[config.mk]
export PLATFORM = sky130hd
export DESIGN_NAME = mdio_master
export DESIGN_NICKNAME = d
export VERILOG_FILES = /design/src/rtl/mdio_pkg.sv /design/src/rtl/mdio_clkgen.sv /design/src/rtl/mdio_engine.sv /design/src/rtl/mdio_master.sv
export SDC_FILE = /design/constraint.sdc
export NUM_CORES = 1
export LEC_CHECK = 0
export BUFFER_PORTS_ARGS = -buffer_cell sky130_fd_sc_hd__buf_2
export CAP_MARGIN = 20
export CORE_ASPECT_RATIO = 0.7
export CORE_MARGIN = 2
export CORE_UTILIZATION = 42
export DETAILED_ROUTE_END_ITERATION = 6
export GPL_ROUTABILITY_DRIVEN = 0
export PLACE_DENSITY = 0.6
export SETUP_SLACK_MARGIN = 0.2
export SLEW_MARGIN = 20
export SYNTH_ARGS = -nofsm -noshare
export SYNTH_HDL_FRONTEND = slang
export SYNTH_SLANG_ARGS = --single-unit
[constraint.sdc]
create_clock -name clk -period 6.2 [get_ports clk]
set_input_delay 1.24 -clock clk [delete_from_list [all_inputs] [get_ports clk]]
set_output_delay 1.24 -clock clk [all_outputs]
set_load 0.005 [all_outputs]
[src/rtl/mdio_pkg.sv]
package mdio_pkg;

    typedef enum logic [2:0] {
        ST_IDLE,
        ST_PRE,
        ST_HDR,
        ST_TA,
        ST_DATA
    } mdio_state_e;

    typedef enum logic [1:0] {
        FR_ADDR,
        FR_WRITE,
        FR_READ
    } frame_kind_e;

    // word select, taken from bus_addr[3:2]
    localparam logic [1:0] SEL_CFG  = 2'd0;
    localparam logic [1:0] SEL_CTRL = 2'd1;
    localparam logic [1:0] SEL_DATA = 2'd2;
    localparam logic [1:0] SEL_ADDR = 2'd3;

    // field positions
    localparam int CFG_ABUSY_BIT = 0;
    localparam int CFG_ERR_BIT   = 1;
    localparam int CFG_C45_BIT   = 6;
    localparam int CFG_POL_BIT   = 7;
    localparam int CFG_DIV_LSB   = 16;
    localparam int CTRL_RD_BIT   = 15;
    localparam int DATA_BUSY_BIT = 31;

endpackage

[src/rtl/mdio_clkgen.sv]
module mdio_clkgen #(
    parameter int DIV_W = 9
) (
    input  logic             clk,
    input  logic             rst_n,
    input  logic             run,
    input  logic [DIV_W-1:0] div,
    output logic             tick
);

    logic [DIV_W-1:0] cnt_q;
    logic             div_nz;

    assign div_nz = (div != '0);
    assign tick   = run && div_nz && (cnt_q == div - 1'b1);

    always_ff @(posedge clk or negedge rst_n) begin
        if (!rst_n) begin
            cnt_q <= '0;
        end else if (!run || tick) begin
            cnt_q <= '0;
        end else begin
            cnt_q <= cnt_q + 1'b1;
        end
    end

endmodule

[src/rtl/mdio_engine.sv]
module mdio_engine
    import mdio_pkg::*;
#(
    parameter int PRE_BITS = 32
) (
    input  logic        clk,
    input  logic        rst_n,
    input  logic        start,
    input  frame_kind_e kind,
    input  logic        c45,
    input  logic [4:0]  port,
    input  logic [4:0]  dev,
    input  logic [15:0] wdata,
    input  logic        tick,
    input  logic        mdio_i,
    output logic        mdc,
    output logic        mdio_o,
    output logic        mdio_oe,
    output logic        busy,
    output logic        done,
    output frame_kind_e cur_kind,
    output logic        ta_err,
    output logic [15:0] rd_data
);

    localparam int FRAME_BITS = PRE_BITS + 32;
    localparam int CNT_W      = $clog2(FRAME_BITS + 1);
    localparam logic [CNT_W-1:0] PRE_END = CNT_W'(PRE_BITS - 1);
    localparam logic [CNT_W-1:0] HDR_END = CNT_W'(PRE_BITS + 13);
    localparam logic [CNT_W-1:0] TA_END  = CNT_W'(PRE_BITS + 15);
    localparam logic [CNT_W-1:0] LAST    = CNT_W'(PRE_BITS + 31);

    mdio_state_e           state_q, state_d;
    logic [CNT_W-1:0]      bit_q;
    logic [FRAME_BITS-1:0] shift_q;
    frame_kind_e           kind_q;
    logic                  mdc_q;
    logic                  err_q;
    logic [15:0]           cap_q;
    logic [1:0]            st_bits, op_bits;
    logic                  rise, fall;

    assign rise = tick && !mdc_q;
    assign fall = tick && mdc_q;

    // start and opcode bits for the frame being launched
    always_comb begin
        st_bits = c45 ? 2'b00 : 2'b01;
        unique case (kind)
            FR_ADDR:  op_bits = 2'b00;
            FR_WRITE: op_bits = 2'b01;
            FR_READ:  op_bits = c45 ? 2'b11 : 2'b10;
            default:  op_bits = 2'b00;
        endcase
    end

    // next state
    always_comb begin
        state_d = state_q;
        unique case (state_q)
            ST_IDLE: if (start)                  state_d = ST_PRE;
            ST_PRE:  if (fall && bit_q == PRE_END) state_d = ST_HDR;
            ST_HDR:  if (fall && bit_q == HDR_END) state_d = ST_TA;
            ST_TA:   if (fall && bit_q == TA_END)  state_d = ST_DATA;
            ST_DATA: if (fall && bit_q == LAST)    state_d = ST_IDLE;
            default:                             state_d = ST_IDLE;
        endcase
    end

    // state register
    always_ff @(posedge clk or negedge rst_n) begin
        if (!rst_n) state_q <= ST_IDLE;
        else        state_q <= state_d;
    end

    // shift, bit count, MDC and capture
    always_ff @(posedge clk or negedge rst_n) begin
        if (!rst_n) begin
            shift_q <= '0;
            bit_q   <= '0;
            kind_q  <= FR_WRITE;
            mdc_q   <= 1'b0;
            err_q   <= 1'b0;
            cap_q   <= '0;
        end else if (state_q == ST_IDLE) begin
            mdc_q <= 1'b0;
            if (start) begin
                shift_q <= {{PRE_BITS{1'b1}}, st_bits, op_bits, port, dev, 2'b10, wdata};
                bit_q   <= '0;
                kind_q  <= kind;
                err_q   <= 1'b0;
                cap_q   <= '0;
            end
        end else if (rise) begin
            mdc_q <= 1'b1;
            if (state_q == ST_TA && bit_q == TA_END) err_q <= mdio_i;
            if (state_q == ST_DATA && kind_q == FR_READ) cap_q <= {cap_q[14:0], mdio_i};
        end else if (fall) begin
            mdc_q   <= 1'b0;
            shift_q <= {shift_q[FRAME_BITS-2:0], 1'b0};
            bit_q   <= bit_q + 1'b1;
        end
    end

    // outputs
    always_comb begin
        mdio_o  = 1'b1;
        mdio_oe = 1'b0;
        unique case (state_q)
            ST_IDLE: begin
                mdio_o  = 1'b1;
                mdio_oe = 1'b0;
            end
            ST_PRE, ST_HDR: begin
                mdio_o  = shift_q[FRAME_BITS-1];
                mdio_oe = 1'b1;
            end
            ST_TA, ST_DATA: begin
                mdio_o  = shift_q[FRAME_BITS-1];
                mdio_oe = (kind_q != FR_READ);
            end
            default: begin
                mdio_o  = 1'b1;
                mdio_oe = 1'b0;
            end
        endcase
    end

    assign mdc      = mdc_q;
    assign busy     = (state_q != ST_IDLE);
    assign done     = fall && (state_q == ST_DATA) && (bit_q == LAST);
    assign cur_kind = kind_q;
    assign ta_err   = err_q;
    assign rd_data  = cap_q;

endmodule

[src/rtl/mdio_master.sv]
module mdio_master
    import mdio_pkg::*;
#(
    parameter int DIV_W    = 9,
    parameter int PRE_BITS = 32
) (
    input  logic        clk,
    input  logic        rst_n,
    input  logic        bus_wr,
    input  logic [3:0]  bus_addr,
    input  logic [31:0] bus_wdata,
    output logic [31:0] bus_rdata,
    output logic        mdc,
    output logic        mdio_o,
    output logic        mdio_oe,
    input  logic        mdio_i
);

    logic             c45_q, pol_q, err_q;
    logic [DIV_W-1:0] div_q;
    logic [4:0]       port_q, dev_q;
    logic [15:0]      data_q, addr_q;

    logic        eng_busy, eng_done, ta_err, tick;
    frame_kind_e cur_kind;
    logic [15:0] rd_data;
    logic        addr_busy, data_busy;

    logic        wr_ok, start;
    frame_kind_e l_kind;
    logic [4:0]  l_port, l_dev;
    logic [15:0] l_data;
    logic [1:0]  sel;
    logic        unused_bits;

    assign unused_bits = ^{bus_addr[1:0], bus_wdata[31:25]};
    assign sel         = bus_addr[3:2];
    assign wr_ok       = bus_wr && !eng_busy;
    assign addr_busy   = eng_busy && (cur_kind == FR_ADDR);
    assign data_busy   = eng_busy && (cur_kind != FR_ADDR);

    // launch decode
    always_comb begin
        start  = 1'b0;
        l_kind = FR_WRITE;
        l_port = port_q;
        l_dev  = dev_q;
        l_data = data_q;
        if (wr_ok && div_q != '0) begin
            unique case (sel)
                SEL_CFG: ;
                SEL_CTRL: if (bus_wdata[CTRL_RD_BIT]) begin
                    start  = 1'b1;
                    l_kind = FR_READ;
                    l_port = bus_wdata[9:5];
                    l_dev  = bus_wdata[4:0];
                end
                SEL_DATA: begin
                    start  = 1'b1;
                    l_kind = FR_WRITE;
                    l_data = bus_wdata[15:0];
                end
                SEL_ADDR: if (c45_q) begin
                    start  = 1'b1;
                    l_kind = FR_ADDR;
                    l_data = bus_wdata[15:0];
                end
                default: ;
            endcase
        end
    end

    // host-visible registers
    always_ff @(posedge clk or negedge rst_n) begin
        if (!rst_n) begin
            c45_q  <= 1'b0;
            pol_q  <= 1'b1;
            div_q  <= '0;
            err_q  <= 1'b0;
            port_q <= '0;
            dev_q  <= '0;
            data_q <= '0;
            addr_q <= '0;
        end else begin
            if (wr_ok) begin
                unique case (sel)
                    SEL_CFG: begin
                        c45_q <= bus_wdata[CFG_C45_BIT];
                        pol_q <= bus_wdata[CFG_POL_BIT];
                        div_q <= bus_wdata[CFG_DIV_LSB +: DIV_W];
                    end
                    SEL_CTRL: begin
                        port_q <= bus_wdata[9:5];
                        dev_q  <= bus_wdata[4:0];
                    end
                    SEL_DATA: data_q <= bus_wdata[15:0];
                    SEL_ADDR: addr_q <= bus_wdata[15:0];
                    default: ;
                endcase
            end
            if (start && l_kind == FR_READ) begin
                err_q <= 1'b0;
            end else if (eng_done && cur_kind == FR_READ) begin
                err_q  <= ta_err;
                data_q <= ta_err ? 16'hFFFF : rd_data;
            end
        end
    end

    // read-back
    always_comb begin
        bus_rdata = '0;
        unique case (sel)
            SEL_CFG: begin
                bus_rdata[CFG_ABUSY_BIT]          = addr_busy;
                bus_rdata[CFG_ERR_BIT]            = err_q;
                bus_rdata[CFG_C45_BIT]            = c45_q;
                bus_rdata[CFG_POL_BIT]            = pol_q;
                bus_rdata[CFG_DIV_LSB +: DIV_W]   = div_q;
            end
            SEL_CTRL: bus_rdata[9:0] = {port_q, dev_q};
            SEL_DATA: begin
                bus_rdata[15:0]          = data_q;
                bus_rdata[DATA_BUSY_BIT] = data_busy;
            end
            SEL_ADDR: bus_rdata[15:0] = addr_q;
            default: ;
        endcase
    end

    mdio_clkgen #(.DIV_W(DIV_W)) u_clkgen (
        .clk   (clk),
        .rst_n (rst_n),
        .run   (eng_busy),
        .div   (div_q),
        .tick  (tick)
    );

    mdio_engine #(.PRE_BITS(PRE_BITS)) u_engine (
        .clk      (clk),
        .rst_n    (rst_n),
        .start    (start),
        .kind     (l_kind),
        .c45      (c45_q),
        .port     (l_port),
        .dev      (l_dev),
        .wdata    (l_data),
        .tick     (tick),
        .mdio_i   (mdio_i),
        .mdc      (mdc),
        .mdio_o   (mdio_o),
        .mdio_oe  (mdio_oe),
        .busy     (eng_busy),
        .done     (eng_done),
        .cur_kind (cur_kind),
        .ta_err   (ta_err),
        .rd_data  (rd_data)
    );

endmodule

Yosys cells after proc, flatten, opt, wreduce, memory -nomap -nowiden
Index checks and enable logic that the tools add are counted.
- logic and storage cells: 146
- register bits: 157
- input bits: 40
- output and inout port bits: 35
- eq/ne operators: 22
- reductions and logical operators: 44
- multiplexer cells: 61
- add/subtract/negate cells: 3
- operators by type and width (kind ; number):
    $mux W64 ; 4
    $mux W16 ; 11
    $pmux W16 S2 ; 1
    $mux W5 ; 6
    $mux W7 ; 4
    $eq A7 B6 Y1 const B ; 3
    $logic_and A1 B1 Y1 ; 18
    $mux W9 ; 2
    $mux W1 ; 16
    $pmux W2 S4 ; 2
    $mux W3 ; 5
    $pmux W3 S5 ; 1
    $pmux W4 S3 ; 1
    $pmux W6 S2 ; 1
    $reduce_bool A2 Y1 ; 6
    $add A9 B1 Y9 const B ; 1
    $eq A9 B9 Y1 ; 1
    $reduce_and A3 Y1 ; 3
    $reduce_bool A9 Y1 ; 1
    $sub A9 B1 Y9 const B ; 1
    $eq A2 B2 Y1 const B ; 4
    $ne A2 B1 Y1 const B ; 4
    $pmux W2 S2 ; 2
    $reduce_and A2 Y1 ; 4
    19 further kinds ; 28

Longest topological paths before layout
Gate-level depths: netlist of run 1.
- depth in word-level cells: 9
- mapped depth: 12
- gate-level depth less buffers: 11

Cells and area by module
Synthesis of run 1 repeated with hierarchy kept, for this count alone.
- cells, all modules: 800
- area, all modules: 8184.1 sq um
- modules (own cells, without submodules) (module ; cells each ; sequential area each (sq um) ; area an instance (sq um) ; instances):
    mdio_engine ; 459 ; 2353.5 ; 4290.4 ; 1
    mdio_master ; 250 ; 1352.5 ; 3143.0 ; 1
    mdio_clkgen ; 91 ; 225.2 ; 750.7 ; 1

Worst setup path before layout of run 1
OpenSTA, ideal clock, no wires.
- path type: input port to output port
- start: input port bus_addr[3]
- end: output port bus_rdata[6]
- slack: 2662 ps
- stages: 3
- arrival: 2298 ps
- data required time: 4960 ps
- path buffers: 2
- path through: buf_1 clkbuf_1 mux4_2
- longest elaborated chain between the ends: 2
- elaborated cells between the ends (all ways): 5
- those cells by class: eq/ne (3); mux (1); reduce/logical (1)
- ends and longest elaborated chain (element ; RTL line ; text):
    from (decl) ; mdio_master.sv:10 ; input logic [3:0] bus_addr,
    $eq A2 B2 Y1 (tied with other cells) ; mdio_master.sv:113 ; unique case (sel)
    $pmux W2 S4 (*) ; mdio_master.sv:113 ;
    to (decl) ; mdio_master.sv:12 ; output logic [31:0] bus_rdata,
Mark *: on every way between the ends. The rest lies on a longest branch, timed or not.

Final worst setup path of run 1
- start: input port bus_addr[3]
- end: output port bus_rdata[31]
- longest elaborated chain between the ends: 2
- ends and longest elaborated chain (element ; RTL line):
    $eq A2 B2 Y1 ; mdio_master.sv:113
    $mux W1 ; mdio_master.sv:113
Every way passes these cells.

==> impl_metrics.py, run 1 <==
metrics = {
    "logic_synthesis": {
        "seq_area_frac_synth_pct": 50.4,
        "ys_seq_elements": 157,
        "ys_top_cells_by_area": "dfrtp_1 50%, mux2_2 7.7%, mux2i_1 6.9%",
        "async_reset_ff_share_pct": 100,
        "ys.flop_type": "dfrtp_1",
        "synth_cell_types": 63,
        "yosysWarningCount": 0,
        "avgSynthCellArea_um2": 11.1,
        "synth_area_um2": 7800,
        "netlist_instances": 705,
        "synth_top_area_share_pct": 49.7,
        "synth_area_leader_cell": "dfrtp_1",
        "synth_edf_count": 0,
    },
    "job": {
        "cap_violations": 0,
    },
    "worst_setup_path": {
        "cp_common_cell": "buf_2",
        "end_kind": "primary output",
        "worst_setup_path_start_kind": "input port",
        "crit_path_start": "bus_addr[3]",
        "r2r_end": "u_engine.shift_q[28]",
        "reg2reg_from": "div_q[0]",
        "critical_path.top_delay_family": "simple AND/OR/NAND/NOR gates",
        "path_cells": "buf_2, buf_4, nor2b_1, o21ai_0, nor2_1, buf_2",
        "path_max_fanout": 25,
        "cp-endpoint": "bus_rdata[31]",
        "ff2ff_path_depth": 8,
        "critPathKind": "in -> out",
        "critPathSlowestCell": "nor2b_1",
        "path_buf_inv": 3,
        "regToRegSetupSlack_ns": 2.67,
        "cp.depth": 6,
        "critPathArrivalTime_ns": 2.96,
        "required_ns": 4.96,
        "max_stage_delay_ns": 0.70,
    },
    "clock_tree": {
        "cts_buffers": 17,
        "clockBufferDepth": 2,
        "clock_sinks": 157,
        "cts_hold_buf": 0,
        "clk_latency_ns": 0.43,
        "cts_setup_buffers": 0,
        "postCtsResizedCells": 0,
        "clk_pin_slew_ns": 0.06,
        "cts-root-buf": "clkbuf_16",
        "htree_levels": 4,
        "cts_tree": "built",
    },
    "sta": {
        "period_share_pct": 67.7,
        "setup_violations": 0,
        "final_max_slew_viol_count": 0,
        "rsz0062_at_grt": "no",
        "fin_worst_skew_ns": 0.0153,
        "max_slew_margin_pct": 29.4,
        "final.setup.worst_slack_ns": 2.00,
        "tightest_slew_ns": 1.06,
        "period_needed_ns": 4.20,
        "clock.fmax_mhz": 238,
        "setup-tns-final_ns": 0,
        "hold_viol": 0,
    },
    "grt": {
        "antenna_found_initial": 1,
        "grt_usage_pct": 20.1,
        "grtUsageMet3_pct": 6.09,
        "busiest_layer": "met1",
        "gr-total-overflow": 0,
        "grt_first_pass_wirelength_um": 31300,
        "grt_pass1_vias": 5798,
        "use_met1_pct": 29.3,
        "grt_max_degree": 91,
        "met2_usage_pct": 29.2,
    },
    "route": {
        "wirelength_um": 18800,
        "route.detailed.drc": 0,
        "final_antenna_net_count": 0,
        "drt-pass1-iter-count": 5,
        "wire_per_inst_um": 18.9,
        "vias": 5675,
        "viasPerCell": 5.71,
        "drt_iter0_markers": 386,
    },
    "floorplan": {
        "num_rows": 41,
        "die_height_um": 118,
        "die_w_um": 167,
        "num_io_pins": 75,
        "core_um2": 18100,
        "initial_core_util_pct": 43.1,
        "die_area_um2": 19700,
    },
    "pwr": {
        "pwr_density_cell_nw_per_um2": 454,
        "vdd_drop_max_uv": 201,
        "power_mw": 4.03,
        "leakage_nw": 4.05,
    },
    "final_layout": {
        "nets": 791,
        "stdcell_count": 994,
        "drive_gt1_share_pct": 23.6,
        "area_growth_pct": 13.9,
    },
    "placed_design": {
        "pre_cts_slack_ns": 1.87,
        "dp.final_hpwl_um": 12200,
        "dp.cells": 962,
        "io_buffers": 59,
    },
    "run_status": {
        "status": "finished clean",
    },
    "worst_hold_path": {
        "hold_path_depth": 1,
        "hold_class": "reg -> reg",
    },
}
==> state kept, by name, indices dropped and copies added, names as in the netlist <==
register           cells
addr_q                16
c45_q                  1
data_q                16
dev_q                  5
div_q                  9
err_q                  1
pol_q                  1
port_q                 5
u_clkgen.cnt_q         9
u_engine.bit_q         7
u_engine.cur_kind      2
u_engine.mdc           1
u_engine.rd_data      16
u_engine.shift_q      64
u_engine.state_q       3
u_engine.ta_err        1
==> layer usage <==
layer	share of wire (%)	vias to the layer above
li1	-	2630
met1	49	2882
met2	44	146
met3	5.7	17
met4	1.1	0
met5	0	-
==> cell usage after synthesis, types with 4 or more instances <==
| library cell | n |
|---|---|
| dfrtp_1 | 155 |
| mux2i_1 | 54 |
| mux2_2 | 53 |
| nor2_1 | 47 |
| nand2_1 | 44 |
| clkbuf_1 | 39 |
| o22a_1 | 35 |
| a21oi_1 | 24 |
| inv_1 | 21 |
| o21ai_0 | 19 |
| nand3_1 | 17 |
| o22ai_1 | 17 |
| a22o_1 | 15 |
| nor2b_1 | 12 |
| nor3_1 | 12 |
| a22oi_1 | 10 |
| and2_1 | 10 |
| o2bb2ai_1 | 10 |
| xor2_1 | 10 |
| buf_4 | 6 |
| ha_1 | 6 |
| nand2b_1 | 6 |
| nand3b_1 | 6 |
| nand4_1 | 6 |
| or3_1 | 6 |
| mux4_2 | 4 |
| xnor2_1 | 4 |
==> cells in the final DEF, fill, tap and decap left out, drive strengths merged, types with 11 or more instances in the layout <==
cell type / netlist / final
nor2: 47 / 47
o21ai: 20 / 20
and2: 11 / 11
nor2b: 12 / 12
o22a: 35 / 35
o22ai: 17 / 17
buf: 15 / 70
a21oi: 24 / 24
clkbuf: 39 / 18
nand2: 45 / 45
nand3: 18 / 18
mux2: 55 / 55
dfrtp: 155 / 155
mux2i: 54 / 54
a22o: 15 / 15
nor3: 12 / 12
inv: 21 / 27
==> layout make-up <==
cell class                 instances  area, um2
multi-input combinational        478       3570
clock buffer                      18        439
clock inverter                    13        180
inverter                          21       78.8
fill                            1640       9230
antenna                            1       2.50
sequential                       157       3930
timing repair buffer              70        384
tap                              236        295
==> kinds of logic after synthesis <==
logic type,Yosys count,share of synthesized area (%)
buffers and inverters,75,4.28
adder cells (fa/ha/maj),6,0.963
flip-flops,157,50.4
XOR/XNOR,14,1.57
AO/OA/AOI/OAI,153,14.6
multiplexers,113,16.1
AND/OR/NAND/NOR,186,12.0
other,1,0.0481
==> worst min path at each step <==
stage	from	to	slack (ns)
3_3_place_gp	u_engine.shift_q[37]	u_engine.shift_q[37]	0.47
5_1_grt	u_engine.shift_q[36]	u_engine.shift_q[36]	0.50
6_report	u_engine.shift_q[25]	u_engine.shift_q[25]	0.49
2_1_floorplan	u_engine.shift_q[63]	u_engine.shift_q[63]	0.45
4_1_cts	u_engine.shift_q[25]	u_engine.shift_q[25]	0.49
3_5_place_dp	u_engine.shift_q[18]	u_engine.shift_q[18]	0.48
==> where the power goes <==
part | switching (mW) | leakage [nW] | internal (mW) | total [mW]
sequential | 0.345 | 1.81 | 1.44 | 1.79
combinational | 0.558 | 1.94 | 0.581 | 1.14
clock | 0.454 | 0.298 | 0.654 | 1.11
total | 1.36 | 4.05 | 2.67 | 4.03
==> metrics by stage <==
step	instance area, um2	utilization [%]	hold WS, ns
2_1_floorplan	7820	-	0.451
3_3_place_gp	8250	45.6	0.471
3_5_place_dp	8250	45.6	0.476
4_1_cts	8870	49.0	0.494
5_1_grt	8880	49.0	0.505
6_report	8880	49.0	0.492
(Power assumes the default switching activity.)
==> inputs of run 2 (changes only) <==
clock period = 3.9 ns   (was 6.2 ns; I/O delays follow)
==> run 2 against run 1 <==
Global-route usage increased by 0.22 points. Clock power increased by 49%. Via count increased by 0.78%. Cell count increased by 1.1%. Flip-flop and latch count unchanged. Sequential share of layout area decreased by 0.22 points. Worst setup slack got worse by 1.4 ns. Critical path type is now reg -> reg.
==> impl_metrics.py, run 2 (synthesis gave the netlist of run 1 again) <==
metrics = {
    "sta": {
        "clock.fmax_mhz": 306,
        "tightest_slew_ns": 0.896,
        "period_share_pct": 83.8,
        "period_needed_ns": 3.27,
        "max_slew_margin_pct": 40.3,
        "setup_violations": 0,
        "final_max_slew_viol_count": 0,
        "rsz0062_at_grt": "no",
        "fin_worst_skew_ns": 0.00905,
        "setup-tns-final_ns": 0,
        "timing.hold.ws_ns": 0.359,
        "hold_viol": 0,
        "final.setup.worst_slack_ns": 0.633,
    },
    "clock_tree": {
        "cts_hold_buf": 0,
        "cts-root-buf": "clkbuf_16",
        "clockBufferDepth": 2,
        "clk_pin_slew_ns": 0.07,
        "cts_buffers": 17,
        "postCtsResizedCells": 0,
        "cts_setup_buffers": 0,
        "cts_tree": "built",
        "clock_sinks": 157,
        "clk_latency_ns": 0.43,
        "htree_levels": 4,
    },
    "route": {
        "wire_per_inst_um": 19.1,
        "viasPerCell": 5.69,
        "wirelength_um": 19100,
        "route.detailed.drc": 0,
        "drt-pass1-iter-count": 5,
        "drt_iter0_markers": 453,
        "vias": 5719,
        "final_antenna_net_count": 0,
    },
    "worst_setup_path": {
        "required_ns": 4.19,
        "worst_setup_path_start_kind": "register",
        "crit_path_start": "div_q[0]",
        "critPathKind": "reg -> reg",
        "reg2reg_from": "div_q[0]",
        "end_kind": "register",
        "cp-endpoint": "u_engine.shift_q[21]",
        "critPathArrivalTime_ns": 3.56,
        "cp.depth": 9,
        "max_stage_delay_ns": 0.59,
        "ff2ff_path_depth": 9,
        "critPathSlowestCell": "o31ai_1",
        "path_cells": "inv_1, ha_1, or4b_4, o31ai_1, nor2_2, buf_4, mux2_2, a22oi_1, o2bb2ai_1",
        "critical_path.top_delay_family": "compound AO/OA/AOI/OAI gates",
        "path_max_fanout": 19,
        "path_buf_inv": 2,
        "r2r_end": "u_engine.shift_q[21]",
        "regToRegSetupSlack_ns": 0.63,
    },
    "floorplan": {
        "initial_core_util_pct": 43.1,
        "die_height_um": 118,
        "die_w_um": 167,
        "die_area_um2": 19700,
        "num_rows": 41,
        "num_io_pins": 75,
        "core_um2": 18100,
    },
    "pwr": {
        "leakage_nw": 4.08,
        "vdd_drop_max_uv": 355,
        "power_mw": 6.32,
        "switching_share_pct": 35.3,
        "pwr-share-comb_pct": 28.9,
        "p_switching_mw": 2.23,
        "pwr_density_cell_nw_per_um2": 708,
        "p_int_mw": 4.09,
        "p_seq_share_pct": 45.0,
        "clockPowerShare_pct": 26.2,
    },
    "final_layout": {
        "final_cell_mix": "155 x dfrtp_1, 58 x buf_2, 54 x mux2i_1, 53 x mux2_2, 46 x nor2_1",
        "final_common_cell": "dfrtp_1",
        "area_growth_pct": 14.4,
        "fin_util_pct": 49.3,
        "regMostFlops": "u_engine.shift_q",
        "nets": 801,
        "final_area_um2": 8920,
        "drive_gt1_share_pct": 24.6,
        "largest_reg_flops": 64,
        "stdcell_count": 1005,
    },
    "grt": {
        "grt_first_pass_wirelength_um": 31500,
        "grt_usage_pct": 20.3,
        "grt_pass1_vias": 5851,
        "gr-total-overflow": 0,
        "grt_max_degree": 75,
        "antenna_found_initial": 1,
    },
    "job": {
        "cap_violations": 0,
    },
    "placed_design": {
        "io_buffers": 59,
        "dp.cells": 972,
        "dp.final_hpwl_um": 12700,
        "pre_cts_slack_ns": 0.669,
        "placed_cell_area_um2": 8330,
    },
    "run_status": {
        "status": "finished clean",
    },
    "worst_hold_path": {
        "hold_class": "in -> async",
    },
}
[run 2: cell count changes in the layout (fill, tap and decap cells not counted)]
cell / change
clkinv_4: -2
inv_8: +4
nand2_1: +1
buf_4: +10
nand2_2: -1
bufinv_16: -3
clkinv_8: +3
clkbuf_8: -1
[run 2: power by group through the flow]
stage                     Combinational, mW  Sequential, mW  Clock [mW]
after floorplan                        1.43            2.65           0
after global placement                 1.76            2.82           0
after detailed placement               1.83            2.86           0
after CTS                              1.85            2.83        1.70
after global routing                   2.03            2.93        1.76
final                                  1.83            2.84        1.65
[run 2: area by class of cell]
type                    count  area, um2
well taps                 236        295
flip-flops and latches    157       3930
clock inverters            15        166
diodes                      1       2.50
repair buffers             80        459
clock buffers              17        425
fillers                  1627       9190
multi-input cells         478       3560
inverters                  21       78.8
[run 2: worst register-to-register path: cells and delay by family, from the launching register on]
| family | cells | cell delay (ns) |
|---|---|---|
| AOI/OAI and AO/OA | 3 | 0.90 |
| adders and majority gates | 1 | 0.31 |
| buffers and inverters | 2 | 0.41 |
| DFF | 1 | 0.46 |
| muxes | 1 | 0.31 |
| and+or+nand+nor | 2 | 0.75 |
[run 2: worst min path at each step]
stage,slack (ns),cells after the start,to,start
6_report,0.36,1,u_clkgen.cnt_q[1],rst_n
5_1_grt,0.40,1,u_clkgen.cnt_q[1],rst_n
4_1_cts,0.37,1,u_clkgen.cnt_q[1],rst_n
3_5_place_dp,0.47,1,u_engine.shift_q[63],u_engine.shift_q[63]
3_3_place_gp,0.47,1,u_engine.shift_q[63],u_engine.shift_q[63]
2_1_floorplan,0.45,1,u_engine.shift_q[63],u_engine.shift_q[63]
[run 2: routing by layer]
layer	wire length, um	part of all wire [%]	track usage [%]
met4	223	1.2	5.71
met1	8990	47	28.6
met2	8790	46	30.8
met3	1150	6.0	5.65
met5	0	0	0
==> inputs of run 3 (changes only) <==
PLACE_DENSITY = 0.62   (was 0.6)
clock period = 2.8 ns   (was 3.9 ns; I/O delays follow)
==> run 3 against run 2 <==
Sequential power up 39%. First-iteration DRC count rose by 17%. Critical path depth decreased by 1. Power grew 53%. Worst setup slack lost 0.62 ns. Wire length up 15%. Non-clock buffer count is 49 higher. Clock power rose by 41%. Largest cell class is now multi-input combinational cells. Largest power group unchanged.
==> impl_metrics.py, run 3 (synthesis gave the netlist of run 1 again) <==
metrics = {
    "sta": {
        "period_needed_ns": 2.79,
        "setup_violations": 0,
        "max_slew_margin_pct": 47.1,
        "tightest_slew_ns": 0.794,
        "final_max_slew_viol_count": 0,
        "timing.hold.ws_ns": 0.0486,
        "period_share_pct": 99.5,
        "rsz0062_at_grt": "yes",
        "clock.fmax_mhz": 359,
        "hold_viol": 0,
        "setup-tns-final_ns": 0,
        "fin_worst_skew_ns": 0.0156,
    },
    "job": {
        "cap_violations": 0,
    },
    "route": {
        "drt_iter0_markers": 531,
        "route.detailed.drc": 0,
        "vias": 6163,
        "wirelength_um": 22000,
        "wire_per_inst_um": 20.9,
        "final_antenna_net_count": 0,
        "viasPerCell": 5.84,
        "drt-pass1-iter-count": 5,
    },
    "pwr": {
        "vdd_drop_max_uv": 518,
        "pwr_density_cell_nw_per_um2": 964,
        "power_mw": 9.64,
        "leakage_nw": 4.55,
    },
    "final_layout": {
        "regMostFlops": "u_engine.shift_q",
        "fin_util_pct": 55.2,
        "drive_gt1_share_pct": 35.5,
        "area_growth_pct": 28.3,
        "nets": 851,
        "fillers": 1512,
        "largest_reg_flops": 64,
        "stdcell_count": 1055,
        "final_common_cell": "dfrtp_1",
        "final_cell_mix": "155 x dfrtp_1, 58 x buf_2, 54 x mux2i_1, 44 x nor2_1, 43 x nand2_1",
    },
    "worst_setup_path": {
        "ff2ff_path_depth": 8,
        "worst_setup_path_start_kind": "register",
        "critPathSlowestCell": "or4_4",
        "required_ns": 3.11,
        "reg2reg_from": "div_q[0]",
        "path_max_fanout": 8,
        "cp.depth": 8,
        "critical_path.top_delay_family": "simple AND/OR/NAND/NOR gates",
        "cp-endpoint": "u_engine.rd_data[12]",
        "critPathArrivalTime_ns": 3.10,
        "path_cells": "inv_2, ha_4, or4b_4, a2bb2oi_2, a2111oi_4, nand2_2, or4_4, mux2_4",
        "critPathKind": "reg -> reg",
        "end_kind": "register",
        "path_buf_inv": 1,
        "r2r_end": "u_engine.rd_data[12]",
        "regToRegSetupSlack_ns": 0.01,
        "max_stage_delay_ns": 0.56,
        "crit_path_start": "div_q[0]",
    },
    "clock_tree": {
        "clk_pin_slew_ns": 0.08,
        "htree_levels": 4,
        "clockBufferDepth": 2,
        "clock_sinks": 157,
        "cts_hold_buf": 0,
        "clk_latency_ns": 0.44,
        "cts_buffers": 17,
        "cts-root-buf": "clkbuf_16",
        "cts_tree": "built",
    },
    "floorplan": {
        "die_area_um2": 19700,
        "num_io_pins": 75,
        "num_rows": 41,
        "initial_core_util_pct": 43.1,
        "core_um2": 18100,
        "die_height_um": 118,
        "die_w_um": 167,
    },
    "grt": {
        "grt_usage_pct": 21.4,
        "grt_first_pass_wirelength_um": 33400,
        "antenna_found_initial": 1,
        "grt_pass1_vias": 6177,
        "gr-total-overflow": 0,
        "grt_max_degree": 80,
    },
    "placed_design": {
        "dp.final_hpwl_um": 13000,
        "dp.cells": 989,
        "io_buffers": 59,
    },
    "run_status": {
        "status": "finished clean",
    },
    "worst_hold_path": {
        "hold_class": "in -> async",
    },
}
## run 3: cell count changes in the layout (fill, tap and decap cells not counted), moves of 9 or more
cell	delta
mux2_4	+11
a22oi_1	-10
buf_12	+9
mux2_2	-11
buf_6	+12
buf_4	+18
a22oi_2	+10
## run 3: worst reg2reg max path: stages, from the launching register on
cell and delay (ns):
dfrtp_1 0.40, inv_2 0.09, ha_4 0.18, or4b_4 0.48
a2bb2oi_2 0.16, a2111oi_4 0.30, nand2_2 0.17, or4_4 0.56
mux2_4 0.34
## run 3: worst min path at each step
stage	slack [ns]	cells past startpoint	to	from
finish	0.05	1	u_clkgen.cnt_q[1]	rst_n
floorplan	0.26	0	addr_q[0]	rst_n
detailed placement	0.48	1	u_engine.shift_q[20]	u_engine.shift_q[20]
CTS	0.07	1	u_clkgen.cnt_q[0]	rst_n
global route	0.08	1	u_clkgen.cnt_q[8]	rst_n
global placement	0.47	1	u_engine.shift_q[20]	u_engine.shift_q[20]
## run 3: cell type report
type	instances	area (um2)	share of cell area, %
repair buffers	129	1140	11.4
well taps	236	295	2.95
multi-input cells	479	3960	39.6
clock buffers	17	425	4.25
flip-flops and latches	157	3930	39.3
clock inverters	15	164	1.64
diodes	1	2.50	0.0250
inverters	21	78.8	0.788
## run 3: per-layer routing
| metal | up-vias | track usage (%) | wire, um |
|---|---|---|---|
| met5 | - | 0 | 0 |
| met4 | 0 | 5.50 | 202 |
| met3 | 23 | 4.47 | 1170 |
| met2 | 179 | 33.7 | 10500 |
| met1 | 3207 | 30.1 | 10200 |
| li1 | 2754 | - | - |
## run 3: repair_timing
action                     4_1_cts  5_1_grt
pin swaps                        5       20
cloned                           3        8
setup buffers                   12       10
gates resized for setup         30       77
setup endpoints to repair       77       97
## run 3: power by group
group	switching (mW)	internal [mW]
Sequential	0.776	3.19
Clock	1.13	1.20
Combinational	1.58	1.76
Total	3.49	6.15
## run 3: stage by stage
stage	cell area (um2)	setup slack, ns
5_1_grt	10000	-0.0554
6_report	10000	0.0138
2_1_floorplan	7850	0.0758
4_1_cts	9440	0.0568
3_3_place_gp	8550	0.0971
3_5_place_dp	8550	0.0467
